**config.mk**
```make
export PLATFORM = sky130hd
export DESIGN_NAME = lsf_formatter
export DESIGN_NICKNAME = d
export VERILOG_FILES = /design/src/rtl/lsf_pkg.sv /design/src/rtl/lsf_load_fmt.sv /design/src/rtl/lsf_store_fmt.sv /design/src/rtl/lsf_out_stage.sv /design/src/rtl/lsf_formatter.sv
export SDC_FILE = /design/constraint.sdc
export NUM_CORES = 1
export LEC_CHECK = 0
export ABC_AREA = 1
export BUFFER_PORTS_ARGS = -buffer_cell sky130_fd_sc_hd__buf_4
export CAP_MARGIN = 10
export CORE_MARGIN = 1
export CORE_UTILIZATION = 50
export CTS_CLUSTER_SIZE = 25
export DETAILED_ROUTE_END_ITERATION = 10
export MAX_ROUTING_LAYER = met4
export PLACE_DENSITY = 0.8
export SKIP_LAST_GASP = 1
export SLEW_MARGIN = 20
export SYNTH_ARGS = -nofsm -noshare
export SYNTH_HDL_FRONTEND = slang
export SYNTH_HIERARCHICAL = 1
export SYNTH_SLANG_ARGS = --single-unit
export TNS_END_PERCENT = 5
```
**constraint.sdc**
```tcl
create_clock -name clk -period 1.4 [get_ports clk]
set_input_delay 0.14 -clock clk [delete_from_list [all_inputs] [get_ports clk]]
set_output_delay 0.14 -clock clk [all_outputs]
set_load 0.01 [all_outputs]
```
**src/rtl/lsf_pkg.sv**
```systemverilog
package lsf_pkg;
  // Access kind codes; values are part of the block's interface.
  typedef enum logic [2:0] {
    ACC_SBYTE = 3'd0,
    ACC_UBYTE = 3'd1,
    ACC_SHALF = 3'd2,
    ACC_UHALF = 3'd3,
    ACC_QHALF = 3'd4,
    ACC_WORD  = 3'd5,
    ACC_DWORD = 3'd6,
    ACC_NONE  = 3'd7
  } acc_kind_e;
endpackage

```
**src/rtl/lsf_load_fmt.sv**
```systemverilog
module lsf_load_fmt
  import lsf_pkg::*;
#(
  parameter int REG_W = 32,
  parameter int BUS_W = 64,
  localparam int OFS_W = $clog2(BUS_W / 8)
) (
  input  acc_kind_e          kind,
  input  logic [OFS_W-1:0]   ofs,
  input  logic [BUS_W-1:0]   rdata,
  output logic [REG_W-1:0]   ld_lo,
  output logic [REG_W-1:0]   ld_hi
);
  // Window of the bus beat starting at the addressed lane.
  logic [REG_W-1:0] win;
  assign win = REG_W'(rdata >> {ofs, 3'b000});

  always_comb begin
    ld_lo = '0;
    ld_hi = '0;
    case (kind)
      ACC_SBYTE: ld_lo = {{(REG_W-8){win[7]}}, win[7:0]};
      ACC_UBYTE: ld_lo = {{(REG_W-8){1'b0}}, win[7:0]};
      ACC_SHALF: ld_lo = {{(REG_W-16){win[15]}}, win[15:0]};
      ACC_UHALF: ld_lo = {{(REG_W-16){1'b0}}, win[15:0]};
      ACC_QHALF: ld_lo = {win[15:0], {(REG_W-16){1'b0}}};
      ACC_WORD:  ld_lo = win;
      ACC_DWORD: begin
        ld_lo = rdata[REG_W-1:0];
        ld_hi = rdata[2*REG_W-1:REG_W];
      end
      default: ;
    endcase
  end
endmodule

```
**src/rtl/lsf_store_fmt.sv**
```systemverilog
module lsf_store_fmt
  import lsf_pkg::*;
#(
  parameter int REG_W = 32,
  parameter int BUS_W = 64,
  localparam int LANES = BUS_W / 8,
  localparam int OFS_W = $clog2(LANES)
) (
  input  acc_kind_e          kind,
  input  logic [OFS_W-1:0]   ofs,
  input  logic [REG_W-1:0]   reg_lo,
  input  logic [REG_W-1:0]   reg_hi,
  output logic [BUS_W-1:0]   wdata,
  output logic [LANES-1:0]   be,
  output logic               misalign
);
  logic [BUS_W-1:0] payload;
  logic [LANES-1:0] base_be;
  logic [OFS_W-1:0] align_m;

  // Per-kind payload, lane mask at lane 0, and address bits that must be zero.
  always_comb begin
    payload = '0;
    base_be = '0;
    align_m = '0;
    case (kind)
      ACC_SBYTE, ACC_UBYTE: begin
        payload = BUS_W'(reg_lo[7:0]);
        base_be = LANES'(1);
      end
      ACC_SHALF, ACC_UHALF: begin
        payload = BUS_W'(reg_lo[15:0]);
        base_be = LANES'(3);
        align_m = OFS_W'(1);
      end
      ACC_QHALF: begin
        payload = BUS_W'(reg_lo[REG_W-1:REG_W-16]);
        base_be = LANES'(3);
        align_m = OFS_W'(1);
      end
      ACC_WORD: begin
        payload = BUS_W'(reg_lo);
        base_be = LANES'(15);
        align_m = OFS_W'(3);
      end
      ACC_DWORD: begin
        payload = BUS_W'({reg_hi, reg_lo});
        base_be = '1;
        align_m = '1;
      end
      default: ;
    endcase
  end

  assign misalign = |(ofs & align_m);
  assign wdata    = misalign ? '0 : (payload << {ofs, 3'b000});
  assign be       = misalign ? '0 : (base_be << ofs);
endmodule

```
**src/rtl/lsf_out_stage.sv**
```systemverilog
module lsf_out_stage #(
  parameter int W       = 8,
  parameter bit REG_OUT = 1'b1
) (
  input  logic         clk,
  input  logic         rst,
  input  logic         valid_in,
  input  logic [W-1:0] data_in,
  output logic         valid_out,
  output logic [W-1:0] data_out
);
  generate
    if (REG_OUT) begin : g_reg
      logic         v_q;
      logic [W-1:0] d_q;
      always_ff @(posedge clk) begin
        if (rst) begin
          v_q <= 1'b0;
          d_q <= '0;
        end else begin
          v_q <= valid_in;
          if (valid_in) d_q <= data_in;
        end
      end
      assign valid_out = v_q;
      assign data_out  = d_q;
    end else begin : g_comb
      assign valid_out = valid_in;
      assign data_out  = data_in;
    end
  endgenerate
endmodule

```
**src/rtl/lsf_formatter.sv**
```systemverilog
module lsf_formatter
  import lsf_pkg::*;
#(
  parameter int REG_W   = 32,
  parameter int BUS_W   = 64,
  parameter bit REG_OUT = 1'b1,
  localparam int LANES  = BUS_W / 8,
  localparam int OFS_W  = $clog2(LANES)
) (
  input  logic               clk,
  input  logic               rst,
  input  logic               acc_valid,
  input  logic [2:0]         acc_kind,
  input  logic [OFS_W-1:0]   addr_lo,
  input  logic [BUS_W-1:0]   mem_rdata,
  input  logic [REG_W-1:0]   reg_lo,
  input  logic [REG_W-1:0]   reg_hi,
  output logic               out_valid,
  output logic [REG_W-1:0]   load_lo,
  output logic [REG_W-1:0]   load_hi,
  output logic [BUS_W-1:0]   mem_wdata,
  output logic [LANES-1:0]   mem_be,
  output logic               misalign
);
  localparam int PACK_W = 2 * REG_W + BUS_W + LANES + 1;

  acc_kind_e          kind_e;
  logic [REG_W-1:0]   ld_lo_c, ld_hi_c;
  logic [BUS_W-1:0]   wdata_c;
  logic [LANES-1:0]   be_c;
  logic               mis_c;
  logic [PACK_W-1:0]  pack_in, pack_out;

  assign kind_e = acc_kind_e'(acc_kind);

  lsf_load_fmt #(.REG_W(REG_W), .BUS_W(BUS_W)) u_load (
    .kind  (kind_e),
    .ofs   (addr_lo),
    .rdata (mem_rdata),
    .ld_lo (ld_lo_c),
    .ld_hi (ld_hi_c)
  );

  lsf_store_fmt #(.REG_W(REG_W), .BUS_W(BUS_W)) u_store (
    .kind     (kind_e),
    .ofs      (addr_lo),
    .reg_lo   (reg_lo),
    .reg_hi   (reg_hi),
    .wdata    (wdata_c),
    .be       (be_c),
    .misalign (mis_c)
  );

  assign pack_in = {ld_lo_c, ld_hi_c, wdata_c, be_c, mis_c};

  lsf_out_stage #(.W(PACK_W), .REG_OUT(REG_OUT)) u_out (
    .clk       (clk),
    .rst       (rst),
    .valid_in  (acc_valid),
    .data_in   (pack_in),
    .valid_out (out_valid),
    .data_out  (pack_out)
  );

  assign {load_lo, load_hi, mem_wdata, mem_be, misalign} = pack_out;

  generate
    if (REG_OUT) begin : g_chk
      AST_VALID_NEXT: assert property (@(posedge clk) disable iff (rst)
        acc_valid |=> out_valid);
      AST_IDLE_NEXT: assert property (@(posedge clk) disable iff (rst)
        !acc_valid |=> !out_valid);
      AST_Q_LOW_CLEAR: assert property (@(posedge clk) disable iff (rst)
        (acc_valid && kind_e == ACC_QHALF) |=> (load_lo[15:0] == 16'h0));
      AST_HI_ONLY_PAIR: assert property (@(posedge clk) disable iff (rst)
        (acc_valid && kind_e != ACC_DWORD) |=> (load_hi == '0));
      AST_WORD_MISALIGN: assert property (@(posedge clk) disable iff (rst)
        (acc_valid && kind_e == ACC_WORD && addr_lo[1:0] != 2'b00)
        |=> (misalign && mem_be == '0));
      AST_HALF_BE_COUNT: assert property (@(posedge clk) disable iff (rst)
        (acc_valid && kind_e == ACC_SHALF && !addr_lo[0])
        |=> ($countones(mem_be) == 2));
      AST_NONE_QUIET: assert property (@(posedge clk) disable iff (rst)
        (acc_valid && kind_e == ACC_NONE) |=> (mem_be == '0 && !misalign));
    end
  endgenerate
endmodule

```
### After elaboration in Yosys (flattened, before gate mapping)

Cells that the tools add are included.

* output and inout bits: 138
* bits of input ports: 137
* word-level logic and storage cells: 24
* bits in registers: 138

* reduce and logical (&&, ||, !) cells: 5
* equal/unequal tests: 6
* bitwise logic cells: 1
* mux-type cells: 7
* shift-type cells: 3

Operators with widths (count)
* $pmux 64 s5: 1
* $pmux 32 s7: 1
* $mux 64: 1
* $shl 64x6->64: 1
* $shr 64x6->32: 1
* $mux 32: 1
* $pmux 8 s4: 1
* $eq 3x3->1 const B: 3
* $pmux 3 s3: 1
* $mux 8: 1
* $shl 8x3->8: 1
* $eq 3x2->1 const B: 2
* $reduce_or 3->1: 2
* $reduce_or 2->1: 2
* $and 3x3->3: 1
* $eq 3x1->1 const B: 1
* $logic_not 3->1: 1

### Depth between registers and ports, before layout

* depth after elaboration: 6
* gate-level depth with buffers: 16
* mapped depth without buffers: 15

### Cells and area by module

Netlist, hierarchy kept.

Modules (own cells, without submodules)
* lsf_out_stage: sequential area each 2762.6 um^2, instances 1, area an instance 5743.0 um^2, cells an instance 872
* lsf_store_fmt: sequential area each 0.0 um^2, instances 1, area an instance 2894.0 um^2, cells an instance 658
* lsf_load_fmt: sequential area each 0.0 um^2, instances 1, area an instance 2562.5 um^2, cells an instance 589

### Worst setup path before layout

No wires, ideal clock.

* kind: input to register
* start point: in acc_kind[0]
* end point: reg u_out.g_reg.d_q[66] (netlist: u_out/data_out[66])
* buffers on the path: 2
* cell stages on the path: 14
* slack: -0.025 ns
* arrival: 1.312 ns
* path through: buf_2 -> inv_2 -> nand3_2 -> o21ai_2 -> nand3_2 -> nand2_4 -> inv_2 -> buf_6 -> o21ai_1 -> nand2_1 -> inv_1 -> nand2_1 -> nand2_1 -> nor2_1

* longest elaborated chain between the ends: 6
* elaborated cells on any way between the ends: 16
* those cells by class: eq/ne: 6; shift: 1; mux: 3; bitwise: 1; reduce/logical: 5

RTL lines
* from (decl): line lsf_formatter.sv:13 `input logic [2:0] acc_kind,`
* parallel branches: the longest is 5 deep, another holds $pmux 64 s5
* $mux 64 (*): line lsf_store_fmt.sv:56 `assign wdata = misalign ? '0 : (payload << {ofs, 3'b000});`
* named net wdata_c[57]: line lsf_formatter.sv:29 `logic [BUS_W-1:0] wdata_c;`
* to (signal assigned): line lsf_out_stage.sv:22 `if (valid_in) d_q <= data_in;`
* to (decl): line lsf_out_stage.sv:15 `logic [W-1:0] d_q;`

Mark *: on every way through the listed nets, which the timed path passes.
A chain may end at the register's enable or synchronous reset.

### Worst setup path after layout

* start point: in acc_kind[1]
* end point: reg u_out.g_reg.d_q[33] (netlist: u_out/data_out[33])

Same word-level chain as after synthesis.

==> impl_metrics.xml <==
<?xml version="1.0" encoding="UTF-8"?>
<metrics>
  <group name="detailed_routing">
    <metric name="violation_count_after_the_first_detailed_routing_iteration" unit="">1564</metric>
    <metric name="firstDrtPassIters" unit="">6</metric>
    <metric name="wirelength" unit="mm">47.37</metric>
    <metric name="drt_drc_violations_left" unit="">0</metric>
    <metric name="wl_per_cell" unit="microns">17.21</metric>
    <metric name="postRouteAntennaNets" unit="">0</metric>
    <metric name="route.vias.total" unit="">14680</metric>
    <metric name="vias_per_cell" unit="">5.333</metric>
  </group>
  <group name="die">
    <metric name="die_height" unit="microns">151.7</metric>
    <metric name="io_pins" unit="">275</metric>
    <metric name="floorplan.die.width" unit="microns">151.7</metric>
    <metric name="core.rowCount" unit="">54</metric>
    <metric name="core_area" unit="sq mm">0.02189</metric>
    <metric name="floorplan.initialDensity" unit="%">51.16</metric>
    <metric name="die_area" unit="sq mm">0.02300</metric>
  </group>
  <group name="sta">
    <metric name="grt_setup_unrepaired" unit="">yes</metric>
    <metric name="slew_headroom" unit="%">74.49</metric>
    <metric name="period_share" unit="%">96.73</metric>
    <metric name="fmaxAchievable" unit="MHz">738.4</metric>
    <metric name="clk_skew" unit="ns">0</metric>
    <metric name="pins_over_slew_limit" unit="">0</metric>
    <metric name="min_cycle_time_layout" unit="ns">1.354</metric>
    <metric name="setup_viol_count_final" unit="">0</metric>
    <metric name="worst_pin_slew" unit="ns">0.3827</metric>
    <metric name="tns" unit="ns">0</metric>
    <metric name="timing_hold_violations_final" unit="">0</metric>
  </group>
  <group name="clocking">
    <metric name="tritoncts.num_buffers" unit="">17</metric>
    <metric name="post-cts-setup-buffer-count" unit="">0</metric>
    <metric name="htreeDepth" unit="">4</metric>
    <metric name="clk_path_buf_depth" unit="">2</metric>
    <metric name="clkSlewWorstSetupHoldPaths" unit="ns">0.07</metric>
    <metric name="cts_sinks" unit="">138</metric>
    <metric name="tritoncts_clock_tree" unit="">built</metric>
    <metric name="cts-root-buf" unit="">sky130_fd_sc_hd__clkbuf_16</metric>
    <metric name="clk-insertion-delay-late" unit="ns">0.44</metric>
  </group>
  <group name="worst_setup_path">
    <metric name="startpoint_type" unit="">input pin</metric>
    <metric name="critical_path_arrival" unit="ns">1.74</metric>
    <metric name="critPathMaxFanout" unit="">8</metric>
    <metric name="timing.critical_path.required" unit="ns">1.78</metric>
    <metric name="critPathCaptureType" unit="">register</metric>
    <metric name="critPathKind" unit="">in -&gt; reg</metric>
  </group>
  <group name="power">
    <metric name="power-per-cell-area" unit="mW/mm^2">916.5</metric>
    <metric name="vdd.ir_drop.worst" unit="mV">0.6823</metric>
    <metric name="p_leak" unit="nW">8.511</metric>
  </group>
  <group name="synth">
    <metric name="cells_taking_the_most_area_after_synthesis" unit="">sky130_fd_sc_hd__nand2_1 (29%), sky130_fd_sc_hd__dfxtp_1 (25%), sky130_fd_sc_hd__nor2_1 (13%)</metric>
    <metric name="synth-async-reset-ratio" unit="%">0</metric>
    <metric name="synth_largest_type_area_fraction" unit="%">28.96</metric>
    <metric name="yosys_most_used_dff" unit="">sky130_fd_sc_hd__dfxtp_1</metric>
    <metric name="syn-num-nets" unit="">2256</metric>
    <metric name="synthesis.area_per_instance" unit="sq um">5.285</metric>
    <metric name="yosys.cell_types.count" unit="">35</metric>
    <metric name="netlist_area_before_placement" unit="sq mm">0.01120</metric>
    <metric name="synth-seq-cells" unit="">138</metric>
    <metric name="synth-warning-count" unit="">6</metric>
    <metric name="netlist_instances" unit="">2119</metric>
    <metric name="synth_enable_flop_cells" unit="">0</metric>
    <metric name="synth.yosys.seq_area_share" unit="%">24.67</metric>
    <metric name="synth_largest_area_cell" unit="">sky130_fd_sc_hd__nand2_1</metric>
  </group>
  <group name="placed_design">
    <metric name="place_congestion" unit="">1.085</metric>
    <metric name="io_buffers" unit="">274</metric>
    <metric name="detailed_placer_s_ending_hpwl" unit="mm">35.44</metric>
  </group>
  <group name="finish">
    <metric name="area_delta_synth_final" unit="%">35.40</metric>
    <metric name="final_net_count" unit="">2596</metric>
    <metric name="fraction_of_final_layout_cells_sized_beyond_drive_strength_1" unit="%">21.36</metric>
    <metric name="final_util" unit="%">69.27</metric>
    <metric name="top_library_cells_by_usage_in_the_layout_fill_and_taps_aside" unit="">sky130_fd_sc_hd__nand2_1 (861), sky130_fd_sc_hd__buf_4 (419), sky130_fd_sc_hd__nor2_1 (380)</metric>
    <metric name="layout_commonest_cell" unit="">sky130_fd_sc_hd__nand2_1</metric>
  </group>
  <group name="global_routing">
    <metric name="grt_first_pass_wirelength" unit="mm">70.65</metric>
    <metric name="grt.total_usage" unit="%">41.74</metric>
    <metric name="grt_pass1_vias" unit="">13610</metric>
    <metric name="antenna_violations_before_repair" unit="">1</metric>
    <metric name="largest_net_degree_at_the_start_of_global_routing" unit="">63</metric>
    <metric name="global_route.overflow_total" unit="">0</metric>
  </group>
  <group name="job">
    <metric name="timing.max_cap.violations" unit="">0</metric>
  </group>
  <group name="hold_path">
    <metric name="hold_class" unit="">in -&gt; reg</metric>
  </group>
  <group name="status">
    <metric name="status" unit="">finished clean</metric>
  </group>
</metrics>
## timing repair
action	CTS	global route
resized for setup	0	11
hold buffers	1	0
endpoints found under the setup margin	0	42
endpoints found under the hold margin	1	0
## critical path, cell delays in order
cell                      delay, ns
sky130_fd_sc_hd__buf_4         0.15
sky130_fd_sc_hd__inv_4         0.10
sky130_fd_sc_hd__nand2_1       0.06
sky130_fd_sc_hd__nand3_1       0.13
sky130_fd_sc_hd__buf_12        0.15
sky130_fd_sc_hd__nand2_1       0.07
sky130_fd_sc_hd__nand2_1       0.17
sky130_fd_sc_hd__nand2_1       0.07
sky130_fd_sc_hd__nand3_1       0.14
sky130_fd_sc_hd__nand2_1       0.17
sky130_fd_sc_hd__nor2_2        0.14
sky130_fd_sc_hd__inv_1         0.05
sky130_fd_sc_hd__nand2_1       0.05
sky130_fd_sc_hd__nand2_1       0.05
sky130_fd_sc_hd__nor2_1        0.09
## state kept, by name (all words and copies together), names as in the netlist
register         count
u_out/data_out     137
u_out/valid_out      1
## path summary, 6_finish.rpt
check,cells after the start,endpoint,slack [ns],from
setup reg to reg,2,u_out/data_out[105],0.72,u_out/data_out[105]
hold / removal,7,u_out/data_out[84],0.1,mem_rdata[43]
hold reg to reg,2,u_out/data_out[20],0.47,u_out/data_out[20]
setup / recovery,15,u_out/data_out[33],0.05,acc_kind[1]
## routing by layer
| layer | global-route usage (%) | routed length (microns) |
|---|---|---|
| met1 | 46.00 | 17760 |
| met2 | 68.68 | 22470 |
| met3 | 6.916 | 3801 |
| met4 | 29.11 | 3343 |
| met5 | - | 0 |
## kinds of logic (layout without fill, tap and decap cells)
| kind of cell | after synthesis | count (layout) | synth area share, % |
|---|---|---|---|
| AO/OA/AOI/OAI | 115 | 115 | 5.631 |
| flip-flops | 138 | 138 | 24.67 |
| buffers and inverters | 359 | 712 | 15.46 |
| other | 0 | 1 | 0 |
| AND/OR/NAND/NOR | 1507 | 1507 | 54.24 |
## cell type report
cell class	count	area, sq um
timing repair buffer	451	3766
sequential	138	2763
tap	280	350.3
clock buffer	17	425.4
fill	2023	6726
inverter	229	880.8
antenna	1	2.502
clock inverter	15	236.5
multi-input combinational	1622	6740
## cells in the mapped netlist, types with 2 or more instances
cell type / count
sky130_fd_sc_hd__o21ai_0: 53
sky130_fd_sc_hd__nor3_1: 2
sky130_fd_sc_hd__inv_4: 4
sky130_fd_sc_hd__o21ai_1: 10
sky130_fd_sc_hd__inv_2: 14
sky130_fd_sc_hd__buf_6: 33
sky130_fd_sc_hd__nand2_2: 2
sky130_fd_sc_hd__clkbuf_1: 24
sky130_fd_sc_hd__o22ai_1: 3
sky130_fd_sc_hd__nand4_1: 12
sky130_fd_sc_hd__inv_1: 210
sky130_fd_sc_hd__a22o_1: 8
sky130_fd_sc_hd__nand3_1: 230
sky130_fd_sc_hd__nor2_1: 382
sky130_fd_sc_hd__dfxtp_1: 138
sky130_fd_sc_hd__a21oi_1: 35
sky130_fd_sc_hd__nand2_1: 864
sky130_fd_sc_hd__nand2_4: 5
sky130_fd_sc_hd__buf_2: 47
sky130_fd_sc_hd__buf_1: 8
sky130_fd_sc_hd__nand3_2: 2
sky130_fd_sc_hd__buf_4: 18
sky130_fd_sc_hd__nor2_2: 3
## power by group
part	internal [W]	total [W]	switching [W]
combinational	0.00174	0.00422	0.00248
sequential	0.00418	0.00434	0.000158
clock	0.00309	0.00534	0.00225
## per-stage QoR
stage	cells	setup slack [ns]	total power [W]	hold WS (ns)	cell area, sq um
finish	2753	0.04580	0.01390	0.09867	15160
global route	2753	-0.04656	0.01447	0.1306	15160
CTS	2751	0.04265	0.01379	0.08966	15100
detailed placement	2718	-0.4019	0.008492	0.3214	14430
global placement	2718	-0.3709	0.008447	0.3175	14430
floorplan	2119	0.007614	0.006625	0.2113	11230
(Power assumes the default switching activity.)
